==> src/rtl/breath_pkg.sv <==
package breath_pkg;

  typedef enum logic [2:0] {
    PH_IDLE = 3'd0,
    PH_HOLD = 3'd1,
    PH_RISE = 3'd2,
    PH_HIGH = 3'd3,
    PH_FALL = 3'd4,
    PH_LOW  = 3'd5
  } phase_t;

  localparam int RAMP_LOG2 = 5;

  // Gamma 1.8 duty curve in 1/256 steps, indexed by ramp step.
  function automatic logic [7:0] gamma_lut(input logic [4:0] idx);
    case (idx)
      5'd0:  return 8'd0;    5'd1:  return 8'd1;    5'd2:  return 8'd3;    5'd3:  return 8'd5;
      5'd4:  return 8'd8;    5'd5:  return 8'd12;   5'd6:  return 8'd16;   5'd7:  return 8'd21;
      5'd8:  return 8'd26;   5'd9:  return 8'd32;   5'd10: return 8'd38;   5'd11: return 8'd45;
      5'd12: return 8'd52;   5'd13: return 8'd60;   5'd14: return 8'd68;   5'd15: return 8'd76;
      5'd16: return 8'd85;   5'd17: return 8'd95;   5'd18: return 8'd105;  5'd19: return 8'd115;
      5'd20: return 8'd125;  5'd21: return 8'd136;  5'd22: return 8'd148;  5'd23: return 8'd160;
      5'd24: return 8'd172;  5'd25: return 8'd185;  5'd26: return 8'd198;  5'd27: return 8'd211;
      5'd28: return 8'd225;  5'd29: return 8'd239;  5'd30: return 8'd254;  default: return 8'd255;
    endcase
  endfunction

endpackage

==> src/rtl/breath_len_decode.sv <==
module breath_len_decode #(
  parameter int CODE_W    = 4,
  parameter int MAX_CODE  = 10,
  parameter bit HAS_ZERO  = 1'b1,
  parameter int UNIT_LOG2 = 5,
  parameter int LEN_W     = 15
) (
  input  logic [CODE_W-1:0] code,
  output logic [LEN_W-1:0]  len_ticks
);

  logic [CODE_W-1:0] k;

  // Saturate reserved codes only when the field can exceed its maximum.
  generate
    if (MAX_CODE < (2**CODE_W) - 1) begin : g_sat
      assign k = (code > CODE_W'(MAX_CODE)) ? CODE_W'(MAX_CODE) : code;
    end else begin : g_pass
      assign k = code;
    end
  endgenerate

  // Zero-capable fields: 0 -> none, k -> 2^(k-1) units. Ramp fields: c -> 2^c units.
  generate
    if (HAS_ZERO) begin : g_zero
      always_comb begin
        if (k == '0) len_ticks = '0;
        else         len_ticks = LEN_W'(1) << (UNIT_LOG2 + int'(k) - 1);
      end
    end else begin : g_ramp
      assign len_ticks = LEN_W'(1) << (UNIT_LOG2 + int'(k));
    end
  endgenerate

endmodule

==> src/rtl/breath_seq.sv <==
module breath_seq
  import breath_pkg::*;
#(
  parameter int UNIT_LOG2 = 5,
  parameter int LEN_W     = 15,
  parameter int PWM_BITS  = 8
) (
  input  logic                clk,
  input  logic                rst,
  input  logic                mode_en,
  input  logic                upd,
  input  logic                tick,
  input  logic [LEN_W-1:0]    len_delay,
  input  logic [LEN_W-1:0]    len_rise,
  input  logic [LEN_W-1:0]    len_dwell,
  input  logic [LEN_W-1:0]    len_fall,
  input  logic [LEN_W-1:0]    len_gap,
  input  logic [2:0]          rise_code,
  input  logic [2:0]          fall_code,
  output phase_t              phase,
  output logic [PWM_BITS:0]   duty,
  output logic                mode_q
);

  localparam int STEP_SHIFT = UNIT_LOG2 - RAMP_LOG2;

  logic [LEN_W-1:0] tcnt;
  logic [LEN_W-1:0] cur_len;
  logic             last;
  logic             start;
  phase_t           next_phase;
  logic [LEN_W-1:0] up_pos;
  logic [LEN_W-1:0] dn_pos;

  always_comb begin
    case (phase)
      PH_HOLD: cur_len = len_delay;
      PH_RISE: cur_len = len_rise;
      PH_HIGH: cur_len = len_dwell;
      PH_FALL: cur_len = len_fall;
      PH_LOW:  cur_len = len_gap;
      default: cur_len = '0;
    endcase
  end

  assign last  = (tcnt == cur_len - LEN_W'(1));
  assign start = mode_en && (upd || !mode_q);

  // Successor of the current phase, skipping zero-length phases.
  always_comb begin
    case (phase)
      PH_HOLD: next_phase = PH_RISE;
      PH_RISE: next_phase = (len_dwell != '0) ? PH_HIGH : PH_FALL;
      PH_HIGH: next_phase = PH_FALL;
      PH_FALL: next_phase = (len_gap != '0) ? PH_LOW : PH_RISE;
      PH_LOW:  next_phase = PH_RISE;
      default: next_phase = PH_IDLE;
    endcase
  end

  always_ff @(posedge clk) begin
    if (rst) begin
      phase  <= PH_IDLE;
      tcnt   <= '0;
      mode_q <= 1'b0;
    end else begin
      mode_q <= mode_en;
      if (!mode_en) begin
        phase <= PH_IDLE;
        tcnt  <= '0;
      end else if (start) begin
        phase <= PH_HOLD;
        tcnt  <= '0;
      end else if (phase == PH_HOLD && len_delay == '0) begin
        phase <= PH_RISE;
        tcnt  <= '0;
      end else if (tick && phase != PH_IDLE) begin
        if (last) begin
          phase <= next_phase;
          tcnt  <= '0;
        end else begin
          tcnt <= tcnt + LEN_W'(1);
        end
      end
    end
  end

  // Ramp step = position / (ramp length / 32).
  assign up_pos = tcnt >> (STEP_SHIFT + int'(rise_code));
  assign dn_pos = tcnt >> (STEP_SHIFT + int'(fall_code));

  always_comb begin
    case (phase)
      PH_RISE: duty = (PWM_BITS+1)'(gamma_lut(up_pos[4:0])) << (PWM_BITS - 8);
      PH_FALL: duty = (PWM_BITS+1)'(gamma_lut(5'd31 - dn_pos[4:0])) << (PWM_BITS - 8);
      PH_HIGH: duty = (PWM_BITS+1)'(1) << PWM_BITS;
      default: duty = '0;
    endcase
  end

endmodule

==> src/rtl/breath_pwm.sv <==
module breath_pwm #(
  parameter int PWM_BITS = 8
) (
  input  logic              clk,
  input  logic              rst,
  input  logic [PWM_BITS:0] duty,
  output logic              sink_en
);

  logic [PWM_BITS-1:0] cnt;

  always_ff @(posedge clk) begin
    if (rst) begin
      cnt     <= '0;
      sink_en <= 1'b0;
    end else begin
      cnt     <= cnt + PWM_BITS'(1);
      sink_en <= ({1'b0, cnt} < duty);
    end
  end

endmodule

==> src/rtl/breath_pwm_engine.sv <==
module breath_pwm_engine
  import breath_pkg::*;
#(
  parameter int UNIT_LOG2 = 5,
  parameter int PWM_BITS  = 8
) (
  input  logic       clk,
  input  logic       rst,
  input  logic       tick,
  input  logic       mode_en,
  input  logic       upd,
  input  logic [3:0] delay_code,
  input  logic [2:0] rise_code,
  input  logic [3:0] dwell_code,
  input  logic [2:0] fall_code,
  input  logic [3:0] gap_code,
  output logic       sink_en
);

  localparam int LEN_W   = UNIT_LOG2 + 10;
  localparam int CODES_W = 18;

  logic [CODES_W-1:0] codes_q;
  logic [LEN_W-1:0]   len_delay, len_rise, len_dwell, len_fall, len_gap;
  phase_t             phase;
  logic [PWM_BITS:0]  duty;
  logic               mode_q;

  // Captured codes: {delay[17:14], rise[13:11], dwell[10:7], fall[6:4], gap[3:0]}.
  always_ff @(posedge clk) begin
    if (rst)      codes_q <= '0;
    else if (upd) codes_q <= {delay_code, rise_code, dwell_code, fall_code, gap_code};
  end

  breath_len_decode #(.CODE_W(4), .MAX_CODE(10), .HAS_ZERO(1'b1), .UNIT_LOG2(UNIT_LOG2), .LEN_W(LEN_W))
    u_dec_delay (.code(codes_q[17:14]), .len_ticks(len_delay));
  breath_len_decode #(.CODE_W(3), .MAX_CODE(7), .HAS_ZERO(1'b0), .UNIT_LOG2(UNIT_LOG2), .LEN_W(LEN_W))
    u_dec_rise (.code(codes_q[13:11]), .len_ticks(len_rise));
  breath_len_decode #(.CODE_W(4), .MAX_CODE(8), .HAS_ZERO(1'b1), .UNIT_LOG2(UNIT_LOG2), .LEN_W(LEN_W))
    u_dec_dwell (.code(codes_q[10:7]), .len_ticks(len_dwell));
  breath_len_decode #(.CODE_W(3), .MAX_CODE(7), .HAS_ZERO(1'b0), .UNIT_LOG2(UNIT_LOG2), .LEN_W(LEN_W))
    u_dec_fall (.code(codes_q[6:4]), .len_ticks(len_fall));
  breath_len_decode #(.CODE_W(4), .MAX_CODE(10), .HAS_ZERO(1'b1), .UNIT_LOG2(UNIT_LOG2), .LEN_W(LEN_W))
    u_dec_gap (.code(codes_q[3:0]), .len_ticks(len_gap));

  breath_seq #(.UNIT_LOG2(UNIT_LOG2), .LEN_W(LEN_W), .PWM_BITS(PWM_BITS)) u_seq (
    .clk       (clk),
    .rst       (rst),
    .mode_en   (mode_en),
    .upd       (upd),
    .tick      (tick),
    .len_delay (len_delay),
    .len_rise  (len_rise),
    .len_dwell (len_dwell),
    .len_fall  (len_fall),
    .len_gap   (len_gap),
    .rise_code (codes_q[13:11]),
    .fall_code (codes_q[6:4]),
    .phase     (phase),
    .duty      (duty),
    .mode_q    (mode_q)
  );

  breath_pwm #(.PWM_BITS(PWM_BITS)) u_pwm (
    .clk     (clk),
    .rst     (rst),
    .duty    (duty),
    .sink_en (sink_en)
  );

endmodule

==> config.mk <==
export PLATFORM = sky130hd
export DESIGN_NAME = breath_pwm_engine
export DESIGN_NICKNAME = d
export VERILOG_FILES = /design/src/rtl/breath_pkg.sv /design/src/rtl/breath_len_decode.sv /design/src/rtl/breath_seq.sv /design/src/rtl/breath_pwm.sv /design/src/rtl/breath_pwm_engine.sv
export SDC_FILE = /design/constraint.sdc
export NUM_CORES = 1
export LEC_CHECK = 0
export BUFFER_PORTS_ARGS = -buffer_cell sky130_fd_sc_hd__buf_2
export CORE_MARGIN = 2
export CORE_UTILIZATION = 45
export DETAILED_ROUTE_END_ITERATION = 6
export GPL_ROUTABILITY_DRIVEN = 1
export PLACE_DENSITY_LB_ADDON = 0.1
export SYNTH_ARGS = -nofsm -noshare
export SYNTH_HDL_FRONTEND = slang
export SYNTH_SLANG_ARGS = --single-unit
==> constraint.sdc <==
create_clock -name clk -period 14.55 [get_ports clk]
set_clock_uncertainty 0.2 [all_clocks]
set_input_delay 2.91 -clock clk [delete_from_list [all_inputs] [get_ports clk]]
set_output_delay 2.91 -clock clk [all_outputs]
set_load 0.05 [all_outputs]
# Word-level counts from Yosys, hierarchy flattened
# Memory sizes are Yosys's and may differ from the RTL's.
# Cells that the tools add are included.
# word_totals
memories,2
mem_bits_rw,0
register_bits,46
word_cells,79
output_inout_bits,1
rom_bits,512
latchBits,0
inputBits,23
# classes
mux,16
n_bitwise,1
add_sub_neg,12
order_cmp,4
n_mul,0
n_eq_ne,6
shift,7
n_reduce_logical,23
n_div,0
# memory_table
memory,words,word_bits,rd,rd_ports_with_merged_regs,write_ports,line_no,rtl
(no name shown),32,8,1,0,0,breath_pkg.sv:16,case (idx)
(no name shown),32,8,1,0,0,breath_pkg.sv:16,
# op_table
operator,count
$shl 1x32->15 const A,5
$sub 32x2->32 const B,3
$pmux 15 s5,1
$mux 15,4
$reduce_bool 15->1,2
$shr 15x3->5,2
$pmux 9 s3,1
$add 15x1->15 const B,1
$add 3x4->5 const A,3
$eq 15x15->1,1
$logic_not 15->1,1
$sub 15x1->15 const B,1
$gt 4x4->1 const B,3
$logic_not 4->1,3
$mux 4,3
$pmux 3 s4,1
$lt 8x9->1,1
$reduce_bool 3->1,3
$add 3x3->4 const A,2
$add 8x1->8 const B,1
$eq 3x2->1 const B,2
$eq 3x3->1 const B,2
$mux 2,3
$mux 3,2
other kinds (12),18

# Depth between registers and ports, before layout
# Gate-level depths: netlist of run 1.
# depth
depth_word,13
mapped_depth,23
mapped_depth_nobuf,22

# Modules after synthesis
# Synthesis of run 1 repeated with hierarchy kept, for this count alone.
# unflattened
cells_unflattened,727
area_unflattened_um2,5634.2
# by_module_without_submodules
mod,cells_per_inst,seq_area_each_um2,area_per_inst_um2,n_inst
breath_seq,496,380.4,3647.2,1
breath_pwm_engine,58,360.3,649.4,1
breath_pwm,61,180.2,519.2,1
breath_len_decode (u_dec_delay ...),32,0.0,220.2,2
breath_len_decode (u_dec_fall ...),16,0.0,121.4,2
breath_len_decode (u_dec_dwell),16,0.0,135.1,1

# Worst setup path before layout of run 1
# No wires, ideal clock.
# synth_timing
path_type,register to register
startpoint,reg u_seq.phase[0]
endpoint,reg u_seq.tcnt[7]
required_ps,14286
path_buffers,3
arrival_ps,4491
setup_slack_ps,9794
synth_period_minus_slack_ps,4756
stages_incl_launch_ff,21
setup_ps,64
cell_sequence,dfxtp_1 > buf_2 > nor3b_4 > clkbuf_1 > mux2_2 > ha_1 > nand2b_1 > o21bai_1 > nor2_1 > a221oi_1 > ha_1 > inv_1 > a2111oi_4 > nand4b_1 > nor3_1 > mux2i_1 > a32oi_1 > and4_2 > a21o_2 > buf_6 > nor2_1
# synth_via
elab_chain_len,5
elab_cells_between_ends,13
cone_classes,add/sub (1); eq/ne (6); mux (2); reduce/logical (4)
# synth_rtl
element,line_no,rtl
"start, declared",breath_seq.sv:20,"output phase_t phase,"
"start signal, assigned",breath_seq.sv:79,phase <= next_phase;
$eq 3x3->1 (tied with other cells),breath_seq.sv:36,case (phase)
$pmux 15 s5,breath_seq.sv:36,
$sub 15x1->15,breath_seq.sv:46,assign last = (tcnt == cur_len - LEN_W'(1));
$eq 15x15->1,breath_seq.sv:46,
$mux 15,breath_seq.sv:78,if (last) begin
"end signal, assigned",breath_seq.sv:82,tcnt <= tcnt + LEN_W'(1);
"end, declared",breath_seq.sv:27,logic [LEN_W-1:0] tcnt;
# Parallel ways exist; a longest one is shown, timed or not.
# A chain may end at the register's enable or synchronous reset.

# Worst setup path after layout of run 1
# layout_timing
startpoint,reg u_seq.phase[2]
endpoint,reg u_seq.tcnt[6]
# Same word-level chain as after synthesis.

==> results.cfg, run 1 <==
[clocking]
cts-root-buf = clkbuf_16
clock_latency_ns = 0.30
ctsResizeCount = 0
post_cts_buffers = 0
clkSinkCount = 46
clk_pin_slew_worst_paths_ns = 0.07
clk_path_buf_depth = 2
cts_tree = yes
cts_hold_buffers = 0
cts_max_level = 2
cts_made_buffers = 5

[sta]
hold_viol_final = 0
finalCritPeriodShare_pct = 37.9
finalCriticalPeriod_ns = 5.51
setup_slack_ns = 9.04
setup-violations-final = 0
slew-limit-headroom_pct = 13.9
worst_pin_slew_ns = 1.26
maxSlewViolCount = 0
rsz0062_at_grt = no
tns_ns = 0
max_freq_mhz = 181

[run_status]
outcome = finished clean

[global_route]
antenna_found_initial = 0
grt_pass1_vias = 4896
grt_max_degree = 29
track_usage_pct = 23.7
grt_pass1_wl_um = 25000
grt-ovfl-total = 0

[logic_synthesis]
ys_warn_count = 0
netlist_area_um2 = 5520
syn_nets = 760
synth_edf_count = 0
synth_cells = 707
synth_top_flop_cell = dfxtp_1
ys_types = 92
ys_async_sr_fraction_pct = 0
ys_seq_area_share_pct = 16.7
synth-seq-cells = 46
avgSynthCellArea_um2 = 7.80

[power]
leakage_nw = 2.21
power_density_nw_per_um2 = 57.1
power_w = 0.000330
irDropWorstVdd_mv = 0.0483

[route]
ant_nets = 0
vias_per_cell = 6.28
vias = 5273
finalWirelength_um = 15300
post-route-drc-count = 0
dr.pass1.iters = 5
wl_per_cell_um = 18.2
drtIter0Drc = 406

[floorplan]
rows = 40
ios = 24
core_um2 = 12000
die_x_um = 115
dieHeight_um = 115
start_util_pct = 45.9
die_area_um2 = 13200

[placement]
dp_hpwl_um = 11600
place_area_um2 = 5620
dp.cells = 832
gp_congestion = 0.944
pre_cts_ws_ns = 9.16
io_buffers = 23

[hold_path]
min-delay-start = u_pwm.cnt[0]$_SDFF_PP0_
hp-class = reg -> reg
worstHoldPathCells = 1
hold_end = u_pwm.cnt[0]$_SDFF_PP0_

[critical_path]
reg2regPathDepth = 17
setup.worst_path.start = u_seq.phase[2]$_SDFFE_PP0P_
r2r-end = u_seq.tcnt[6]$_SDFFE_PP0P_
critPathTopFamily = simple AND/OR/NAND/NOR gates
end_kind = flop
rrSetupSlack_ns = 9.04
arrival_ns = 5.55
cp_slowest_cell = nor3b_4
cp-start-kind = flop
crit_required_ns = 14.59
slowest_delay_ns = 0.73
crit_buf_inv = 1
r2r_start = u_seq.phase[2]$_SDFFE_PP0P_
cp_cell_sequence = nor3b_4, mux2_2, ha_1, nand2b_1, o21bai_1, nor2_1, a221oi_1, ha_1, inv_1, a2111oi_4, nand4b_1, nor3_1, mux2i_1, a32oi_1, and4_2, a21o_2, nor2_1
critical_path_class = reg -> reg
cp_max_fo = 15

[layout]
final_common_cell = nor2_1
drive_gt1_share_pct = 12.3
num_antenna_cells = 0
stdcell_count = 840
fin_area_um2 = 5780
syn_to_final_growth_pct = 4.72
layout.nets = 745
fillers = 1192
final_cell_mix = 85 x nor2_1, 55 x nand2_1, 46 x dfxtp_1

[flow_run]
cap_violations = 0
how the worst max path moves through the flow:
stage,depth (start not counted),endpoint,slack [ns]
finish,17,u_seq.tcnt[6]$_SDFFE_PP0P_,9.04
CTS,17,u_seq.tcnt[6]$_SDFFE_PP0P_,9.10
global route,17,u_seq.tcnt[6]$_SDFFE_PP0P_,8.67
floorplan,20,u_seq.tcnt[7]$_SDFFE_PP0P_,9.79
global placement,17,u_seq.tcnt[6]$_SDFFE_PP0P_,9.34
detailed placement,17,u_seq.tcnt[6]$_SDFFE_PP0P_,9.16
per-layer routing:
layer	routed length (um)	track usage, %
met1	6920	30.3
met2	7450	41.1
met3	605	3.53
met4	338	7.71
met5	0	0
synth_stat cells, drive strengths merged (5+ instances only):
cell type / number / share of area (%)
nor4: 7 / 1.3
inv: 20 / 1.4
a211oi: 12 / 2.2
mux2i: 41 / 7.4
nor2: 86 / 5.9
nand2: 55 / 3.7
nor3b: 9 / 1.4
nand2b: 15 / 1.8
nand4: 13 / 1.5
xnor2: 17 / 2.7
mux4: 9 / 3.7
xor2: 19 / 3.0
o21ai: 37 / 3.4
and3b: 5 / 0.82
clkbuf: 25 / 1.7
a22oi: 5 / 0.68
a221o: 5 / 0.91
nor3: 19 / 1.8
a32o: 5 / 0.91
a21o: 5 / 0.73
nand3: 25 / 2.5
a31oi: 8 / 1.0
buf: 23 / 2.2
dfxtp: 46 / 17
and3: 11 / 1.3
nor2b: 17 / 2.0
a21oi: 36 / 3.3
o211ai: 10 / 1.6
ha: 30 / 6.8
a221oi: 8 / 1.6
mux2: 10 / 2.1
report_power, final:
| group | switching (W) | internal (W) |
|---|---|---|
| sequential | 0.0000115 | 0.000130 |
| clock | 0.0000561 | 0.0000659 |
| combinational | 0.0000380 | 0.0000281 |
per-stage QoR:
stage	hold slack [ns]	utilization, %
after global routing	0.366	48.1
after CTS	0.293	48.1
final	0.285	48.1
after global placement	0.266	46.8
after detailed placement	0.276	46.8
after floorplan	0.226	-
layout make-up:
type                            count  area, um2  share of cell area, %
Tap cell                          147        184                   3.18
Inverter                           20       75.1                   1.30
Sequential cell                    46        921                   15.9
Multi-Input combinational cell    593       4310                   74.5
Clock buffer                        5        125                   2.17
Clock inverter                      3       28.8                  0.498
Timing Repair Buffer               26        138                   2.38
registers in the layout, indices dropped and copies added (netlist names):
register / cells
codes_q: 18
u_pwm.cnt: 8
u_pwm.sink_en: 1
u_seq.mode_q: 1
u_seq.phase: 3
u_seq.tcnt: 15
worst reg2reg max path: cells and delay by family, from the launching register on:
family | cells | cell delay [ns]
simple gates | 7 | 2.04
buf+inv | 1 | 0.11
fa+ha+maj | 2 | 0.59
compound gates | 5 | 1.20
flops | 1 | 0.61
mux | 2 | 0.70
cell families after synthesis:
family	share of synthesized area [%]
AOI/OAI and AO/OA	24.5
xor gates and xnor gates	5.71
adders and majority gates	6.80
buffers and inverters	5.26
DFF	16.7
muxes	13.2
and+or+nand+nor	27.8
(Power assumes the default switching activity.)
==> inputs of run 2 (changes only) <==
- clock period: 14.55 -> 5.3 ns (I/O delays scaled with it)
==> results.cfg, run 2 (same netlist as run 1, synthesis figures left out) <==
[sta]
rsz0062_at_grt = no
finalCriticalPeriod_ns = 4.91
tns_ns = 0
worst_pin_slew_ns = 0.831
max_freq_mhz = 204
hold_viol_final = 0
maxSlewViolCount = 0
setup-violations-final = 0
setup_slack_ns = 0.392
finalCritPeriodShare_pct = 92.6
slew-limit-headroom_pct = 44.2
whs_ns = 0.275

[critical_path]
end_kind = flop
cp-start-kind = flop
critical_path_class = reg -> reg
arrival_ns = 4.89
cp_max_fo = 14
crit_required_ns = 5.28

[layout]
largest_reg_flops = 18
syn_to_final_growth_pct = 6.76
fin_area_um2 = 5890
largestRegisters = codes_q x18, u_seq.tcnt x15, u_pwm.cnt x8
utilization_pct = 49.0
layout.nets = 758
final_common_cell = nor2_1
top_register = codes_q
final_cell_mix = 85 x nor2_1, 55 x nand2_1, 45 x dfxtp_1
num_antenna_cells = 0
drive_gt1_share_pct = 14.4

[placement]
place_area_um2 = 5720
pre_cts_ws_ns = 0.203
gp_congestion = 0.878
dp_hpwl_um = 11400
io_buffers = 23

[clocking]
cts-root-buf = clkbuf_16
cts_hold_buffers = 0
cts_max_level = 2
clk_path_buf_depth = 2
cts_made_buffers = 5
cts_tree = yes
clk_pin_slew_worst_paths_ns = 0.07
post_cts_buffers = 0
clock_latency_ns = 0.30
clkSinkCount = 46

[power]
irDropWorstVdd_mv = 0.152
leakage_nw = 2.28
power_density_nw_per_um2 = 154

[floorplan]
start_util_pct = 45.9
rows = 40
ios = 24
die_x_um = 115
core_um2 = 12000
dieHeight_um = 115
die_area_um2 = 13200

[global_route]
grt_pass1_vias = 4932
grt-ovfl-total = 0
grt_max_degree = 29
grt_pass1_wl_um = 24600
track_usage_pct = 23.2
antenna_found_initial = 0

[route]
wl_per_cell_um = 17.8
vias = 5320
finalWirelength_um = 15100
ant_nets = 0
post-route-drc-count = 0
drtIter0Drc = 335
dr.pass1.iters = 5
vias_per_cell = 6.24

[flow_run]
cap_violations = 0

[run_status]
outcome = finished clean

[hold_path]
hp-class = reg -> reg
==> run 2: cell count changes in the layout (fill, tap and decap cells not counted), sizes merged <==
| cell | before | now |
|---|---|---|
| buf | 26 | 39 |
==> run 2: worst max-delay path: stages (launching register included) <==
cell,delay [ns]
dfxtp_2,0.45
o21ai_0,0.12
nand2_1,0.14
inv_1,0.08
ha_1,0.30
and4bb_1,0.24
a221o_1,0.41
and4_4,0.24
a221oi_2,0.34
ha_2,0.27
inv_1,0.10
a2111oi_4,0.26
nand4b_1,0.23
nor4_1,0.37
o21ai_1,0.14
a32oi_1,0.25
and4_2,0.29
a21o_2,0.28
nor2_1,0.08
==> run 2: final cells by class <==
cell class                      instances  area [um2]
Clock inverter                          3        28.8
Multi-Input combinational cell        593        4320
Tap cell                              147         184
Clock buffer                            5         125
Sequential cell                        46         922
Timing Repair Buffer                   39         235
Fill cell                            1206        6120
Inverter                               20        75.1
==> run 2: power by group <==
group / switching, W / total (W) / leakage, nW / internal, W
logic: 0.000116 / 0.000197 / 1.83 / 0.0000810
clock network: 0.000151 / 0.000332 / 0.0763 / 0.000181
registers: 0.0000212 / 0.000378 / 0.376 / 0.000357
total: 0.000288 / 0.000907 / 2.28 / 0.000619
==> run 2: routing by layer <==
metal | track usage, % | up-vias | share of wire, %
li1 | - | 2627 | -
met2 | 39.6 | 126 | 47
met1 | 30.6 | 2545 | 47
met3 | 2.42 | 22 | 3.2
met5 | 0 | - | 0
met4 | 7.95 | 0 | 2.5
==> run 2: final timing paths <==
kind	cells after the start	slack, ns	endpoint	startpoint
min	1	0.27	u_pwm.cnt[0]$_SDFF_PP0_	u_pwm.cnt[0]$_SDFF_PP0_
max	18	0.39	u_seq.tcnt[0]$_SDFFE_PP0P_	codes_q[3]$_SDFFE_PP0P_
max reg2reg	18	0.39	u_seq.tcnt[0]$_SDFFE_PP0P_	codes_q[3]$_SDFFE_PP0P_
min reg2reg	1	0.27	u_pwm.cnt[0]$_SDFF_PP0_	u_pwm.cnt[0]$_SDFF_PP0_
==> run 2: what timing repair did <==
action                                 in CTS  in global routing
setup endpoints to repair                   0                 17
resized for setup                           0                  4
endpoints found under the hold margin       0                  0
==> run 2: stage by stage <==
| step | std cells | total power [W] |
|---|---|---|
| floorplan | 707 | 0.000531 |
| CTS | 853 | 0.000914 |
| global route | 853 | 0.000953 |
| global placement | 845 | 0.000575 |
| finish | 853 | 0.000907 |
| detailed placement | 845 | 0.000580 |
